**src/rtl/eaPkg.sv**
```systemverilog
package eaPkg;
  localparam int FMT_BIT = 10;
  localparam int TAG_HI  = 9;
  localparam int TAG_LO  = 8;
  localparam int IND_BIT = 7;

  typedef enum logic [2:0] {
    ST_IDLE, ST_FETCH_XR, ST_ADD, ST_FETCH_IND, ST_LOAD_IND, ST_DONE
  } eaState_t;

  typedef struct packed {
    logic captureIn;
    logic issueXr;
    logic loadSum;
    logic issueInd;
    logic loadInd;
    logic publish;
    logic done;
  } eaStrobes_t;
endpackage

```
**src/rtl/eaControl.sv**
```systemverilog
module eaControl
  import eaPkg::*;
(
  input  logic       clk,
  input  logic       rstN,
  input  logic       start,
  input  logic       hasIndex,
  input  logic       isLong,
  input  logic       isIndirect,
  output eaStrobes_t ctl
);
  eaState_t stateQ, stateD;

  always_ff @(posedge clk or negedge rstN) begin
    if (!rstN) stateQ <= ST_IDLE;
    else       stateQ <= stateD;
  end

  always_comb begin
    stateD = stateQ;
    ctl    = '0;
    unique case (stateQ)
      ST_IDLE: begin
        if (start) begin
          ctl.captureIn = 1'b1;
          stateD = hasIndex ? ST_FETCH_XR : ST_ADD;
        end
      end
      ST_FETCH_XR: begin
        ctl.issueXr = 1'b1;
        stateD = ST_ADD;
      end
      ST_ADD: begin
        ctl.loadSum = 1'b1;
        if (isLong && isIndirect) stateD = ST_FETCH_IND;
        else begin
          ctl.publish = 1'b1;
          stateD = ST_DONE;
        end
      end
      ST_FETCH_IND: begin
        ctl.issueInd = 1'b1;
        stateD = ST_LOAD_IND;
      end
      ST_LOAD_IND: begin
        ctl.loadInd = 1'b1;
        ctl.publish = 1'b1;
        stateD = ST_DONE;
      end
      ST_DONE: begin
        ctl.done = 1'b1;
        stateD = ST_IDLE;
      end
      default: stateD = ST_IDLE;
    endcase
  end
endmodule

```
**src/rtl/eaDatapath.sv**
```systemverilog
module eaDatapath
  import eaPkg::*;
#(
  parameter int ADDR_W = 12
) (
  input  logic              clk,
  input  logic              rstN,
  input  eaStrobes_t        ctl,
  input  logic [15:0]       instrWord,
  input  logic [15:0]       addrField,
  input  logic [15:0]       iarValue,
  input  logic [15:0]       memRdData,
  output logic              hasIndex,
  output logic              isLong,
  output logic              isIndirect,
  output logic              memRdEn,
  output logic [15:0]       memRdAddr,
  output logic [ADDR_W-1:0] effAddr
);
  localparam int PAD_W = 16 - ADDR_W;

  logic [10:0]       instrQ;
  logic [15:0]       fieldQ, iarQ;
  logic [ADDR_W-1:0] workQ, outQ;
  logic [10:0]       instrSel;
  logic [15:0]       offset16, base16, sum16;
  logic [ADDR_W-1:0] sumTrunc;

  assign instrSel   = ctl.captureIn ? instrWord[10:0] : instrQ;
  assign hasIndex   = |instrSel[TAG_HI:TAG_LO];
  assign isLong     = instrSel[FMT_BIT];
  assign isIndirect = instrSel[IND_BIT];

  always_comb begin
    offset16 = isLong ? fieldQ : {{8{instrQ[7]}}, instrQ[7:0]};
    if (hasIndex)    base16 = memRdData;
    else if (isLong) base16 = 16'h0000;
    else             base16 = iarQ;
    sum16    = base16 + offset16;
    sumTrunc = sum16[ADDR_W-1:0];
  end

  always_ff @(posedge clk or negedge rstN) begin
    if (!rstN) begin
      instrQ <= '0;
      fieldQ <= '0;
      iarQ   <= '0;
      workQ  <= '0;
      outQ   <= '0;
    end else begin
      if (ctl.captureIn) begin
        instrQ <= instrWord[10:0];
        fieldQ <= addrField;
        iarQ   <= iarValue;
      end
      if (ctl.loadSum) workQ <= sumTrunc;
      if (ctl.loadInd) workQ <= memRdData[ADDR_W-1:0];
      if (ctl.publish) outQ  <= ctl.loadInd ? memRdData[ADDR_W-1:0] : sumTrunc;
    end
  end

  assign memRdEn   = ctl.issueXr | ctl.issueInd;
  assign memRdAddr = ctl.issueXr ? {14'b0, instrQ[TAG_HI:TAG_LO]} : {{PAD_W{1'b0}}, workQ};
  assign effAddr   = outQ;
endmodule

```
**src/rtl/effAddrGen.sv**
```systemverilog
module effAddrGen
  import eaPkg::*;
#(
  parameter int ADDR_W = 12
) (
  input  logic              clk,
  input  logic              rstN,
  input  logic              start,
  input  logic [15:0]       instrWord,
  input  logic [15:0]       addrField,
  input  logic [15:0]       iarValue,
  output logic              memRdEn,
  output logic [15:0]       memRdAddr,
  input  logic [15:0]       memRdData,
  output logic [ADDR_W-1:0] effAddr,
  output logic              done
);
  eaStrobes_t ctl;
  logic hasIndex, isLong, isIndirect;

  eaControl u_ctrl (
    .clk(clk), .rstN(rstN), .start(start),
    .hasIndex(hasIndex), .isLong(isLong), .isIndirect(isIndirect),
    .ctl(ctl)
  );

  eaDatapath #(.ADDR_W(ADDR_W)) u_dp (
    .clk(clk), .rstN(rstN), .ctl(ctl),
    .instrWord(instrWord), .addrField(addrField), .iarValue(iarValue),
    .memRdData(memRdData),
    .hasIndex(hasIndex), .isLong(isLong), .isIndirect(isIndirect),
    .memRdEn(memRdEn), .memRdAddr(memRdAddr), .effAddr(effAddr)
  );

  assign done = ctl.done;
endmodule

```
**config.mk**
```make
export PLATFORM = sky130hd
export DESIGN_NAME = effAddrGen
export DESIGN_NICKNAME = d
export VERILOG_FILES = /design/src/rtl/eaPkg.sv /design/src/rtl/eaControl.sv /design/src/rtl/eaDatapath.sv /design/src/rtl/effAddrGen.sv
export SDC_FILE = /design/constraint.sdc
export NUM_CORES = 1
export LEC_CHECK = 0
export ABC_AREA = 1
export BUFFER_PORTS_ARGS = -buffer_cell sky130_fd_sc_hd__buf_4
export CORE_MARGIN = 10
export CORE_UTILIZATION = 48
export DETAILED_ROUTE_END_ITERATION = 6
export GPL_TIMING_DRIVEN = 0
export PLACE_DENSITY = 0.77
export REMOVE_ABC_BUFFERS = 1
export SLEW_MARGIN = 5
export SYNTH_ARGS = -nofsm -noshare
export SYNTH_HDL_FRONTEND = slang
export SYNTH_SLANG_ARGS = --single-unit
```
**constraint.sdc**
```tcl
create_clock -name clk -period 2.85 [get_ports clk]
set_input_delay 0.57 -clock clk [delete_from_list [all_inputs] [get_ports clk]]
set_output_delay 0.57 -clock clk [all_outputs]
set_load 0.02 [all_outputs]
```
==> impl_metrics.json <==
{
  "status": "finished, final reports clean",
  "diodes": 0,
  "critPathCaptureType": "flip-flop",
  "netlist_area_um2": 3670,
  "layout-drive-gt1-share": 0.399,
  "postCtsHoldBufs": 0,
  "grt_pass1_wl_um": 16500,
  "rsz0062_at_grt": "yes",
  "rows": 31,
  "pre_cts_slack_ps": -1240,
  "wl_per_cell_um": 15.7,
  "yosysTopAreaCellShare": 0.423,
  "die_y_um": 107,
  "critPathArrivalTime_ps": 3110,
  "clock_latency_ps": 340,
  "setup_slack_ps": 7.52,
  "maxClockFrequency_mhz": 352,
  "fin_hold_ws_ps": 318,
  "endpoint": "u_dp.effAddr[6]$_DFFE_PN0P_",
  "post_drt_via_cell_ratio": 5.24,
  "grt_max_degree": 63,
  "ios": 97,
  "critPathMaxFanout": 4,
  "worstSetupStartpoint": "u_ctrl.stateQ[1]$_DFFE_PN0P_",
  "dp_hpwl_um": 7070,
  "cts_sinks": 62,
  "track_usage": 0.177,
  "regArea_um2": 1550,
  "totalWireLength_um": 10400,
  "antenna_found_initial": 0,
  "clk_transition_reported_paths_ps": 70,
  "r2r_slack_ps": 8,
  "synth_seq_cells": 62,
  "gp_congestion": 0.867,
  "yosysWarnings": 0,
  "max_slew.worst_pin.slew_ps": 774,
  "fp.dieArea_um2": 11500,
  "portBuffers": 75,
  "finalClockSkew_ps": 8.65,
  "finalSetupViolations": 0,
  "fin_crit_sh": 0.997,
  "synth-seq-area-share": 0.423,
  "period_needed_ps": 2840,
  "die_w_um": 107,
  "drt_iter0_markers": 189,
  "synth_area_per_cell_um2": 8.16,
  "r2r_cells": 20,
  "cts_tree": "done",
  "fin_tns_setup_ps": 0,
  "numCtsBuffers": 9,
  "placed_cells": 608,
  "root_buffer": "clkbuf_8",
  "clk_path_buf_depth": 2,
  "yosysUniqueCellTypes": 34,
  "drc": 0,
  "cp.required_ps": 3120,
  "syn_inst": 449,
  "relSlewSlack": 0.484,
  "cap_viol_max_count": 0,
  "start_util": 0.500,
  "startpoint_type": "flip-flop",
  "ant_nets": 0,
  "crit_type": "reg2reg",
  "timing.rr.start": "u_ctrl.stateQ[1]$_DFFE_PN0P_",
  "fin_nets": 633,
  "grt_pass1_vias": 3518,
  "final_hold_viol_count": 0,
  "synth_area_leaders": "dfrtp_1, nand2_1, mux2_2",
  "final_cells": 658,
  "fill_cells": 601,
  "htreeDepth": 3,
  "hold_path_class": "in2async",
  "r2r-end": "u_dp.effAddr[6]$_DFFE_PN0P_",
  "maxSlewViolCount": 0,
  "overflow": 0,
  "vias": 3450,
  "drt_first_pass_iters": 5,
  "core_um2": 7330,
  "multi_input_area_um2": 2170,
  "area_delta_synth_final_pct": 37.6,
  "synth_top_area_cell": "dfrtp_1"
}
==> Yosys cell counts (all sizes together) <==
| master | instances |
|---|---|
| xnor2 | 2 |
| a31oi | 1 |
| fa | 1 |
| nor2 | 17 |
| nand3b | 2 |
| clkbuf | 1 |
| a21o | 1 |
| buf | 17 |
| ha | 11 |
| nand4 | 8 |
| a21oi | 14 |
| inv | 48 |
| nand2 | 153 |
| conb | 1 |
| o221ai | 1 |
| o21ai | 41 |
| nand3 | 29 |
| xor2 | 2 |
| mux2 | 28 |
| nor3 | 2 |
| or2 | 1 |
| o211ai | 4 |
| o21a | 2 |
| dfrtp | 62 |
==> final cells by class <==
type	instances	area share
tap	99	0.0246
multi-input combinational	327	0.431
sequential	62	0.308
clock inverter	5	0.00992
inverter	48	0.0392
timing repair buffer	104	0.159
timing repair inverter	2	0.00298
clock buffer	11	0.0260
==> placed cells by master, fill, tap and decap left out, types with 9 or more instances in the layout <==
master    count
nand2_1     139
o21ai_2      11
mux2_2       28
buf_4       101
clkbuf_8      9
nand2_2       9
o21ai_1      25
inv_1        39
dfrtp_1      61
nand3_1      22
==> kinds of logic after synthesis <==
| family | Yosys count | synth area share |
|---|---|---|
| AO/OA/AOI/OAI | 64 | 0.0935 |
| XOR/XNOR | 4 | 0.00956 |
| adder cells (fa/ha/maj) | 12 | 0.0430 |
| buffers and inverters | 66 | 0.0833 |
| flip-flops | 62 | 0.423 |
| multiplexers | 28 | 0.0860 |
| other | 1 | 0.00102 |
| AND/OR/NAND/NOR | 212 | 0.260 |
==> stage by stage <==
stage	utilization	cell area (µm²)
2_1_floorplan	-	3560
6_report	0.688	5040
4_1_cts	0.644	4720
3_3_place_gp	0.579	4250
3_5_place_dp	0.579	4250
5_1_grt	0.688	5040
==> worst max-delay path, cell delays in order (launching register included) <==
cell	delay [ps]
dfrtp_1	420
nor2_4	180
buf_6	140
buf_12	100
nand4_1	110
nand2_2	130
nor2_4	50
buf_4	150
nand2_1	130
o21ai_4	90
fa_2	410
inv_2	80
nand3_2	60
nand2_2	80
nand2_1	50
nand2_1	50
nand2_1	60
a21oi_1	110
nand3b_1	180
o211ai_1	120
nand2_1	70
==> metal layers <==
layer	vias to the layer above	part of all wire	global-route usage	wire [µm]
met3	32	0.081	0.0437	844
met5	-	0	0	0
met1	1605	0.41	0.207	4250
met4	0	0.027	0.0754	282
met2	139	0.48	0.300	4980
li1	1674	-	-	-
==> worst min path at each step <==
stage,startpoint,to,slack (ps),cells past startpoint
after floorplan,rstN,u_ctrl.stateQ[0]$_DFFE_PN0P_,270,0
after global placement,u_dp.effAddr[1]$_DFFE_PN0P_,u_dp.effAddr[1]$_DFFE_PN0P_,460,2
after detailed placement,u_dp.effAddr[2]$_DFFE_PN0P_,u_dp.effAddr[2]$_DFFE_PN0P_,460,2
after CTS,rstN,u_dp.iarQ[10]$_DFFE_PN0N_,340,1
after global routing,rstN,u_dp.fieldQ[1]$_DFFE_PN0N_,380,1
final,rstN,u_dp.iarQ[11]$_DFFE_PN0N_,320,1
==> what timing repair did <==
| action | 4_1_cts | 5_1_grt |
|---|---|---|
| resized for setup | 28 | 53 |
| gates cloned | 5 | 0 |
| hold endpoints to repair | 0 | 0 |
| pin swaps | 9 | 23 |
| setup buffers | 19 | 10 |
| setup endpoints to repair | 24 | 20 |
==> registers in the layout, summed over array words and instances (netlist names) <==
name	count
u_ctrl.stateQ	3
u_dp.effAddr	12
u_dp.fieldQ	12
u_dp.iarQ	12
u_dp.instrQ	11
u_dp.workQ	12
Power is left out: the tool's default activity adds up to more than one toggle a clock period on the data nets, which glitch-free logic cannot reach.
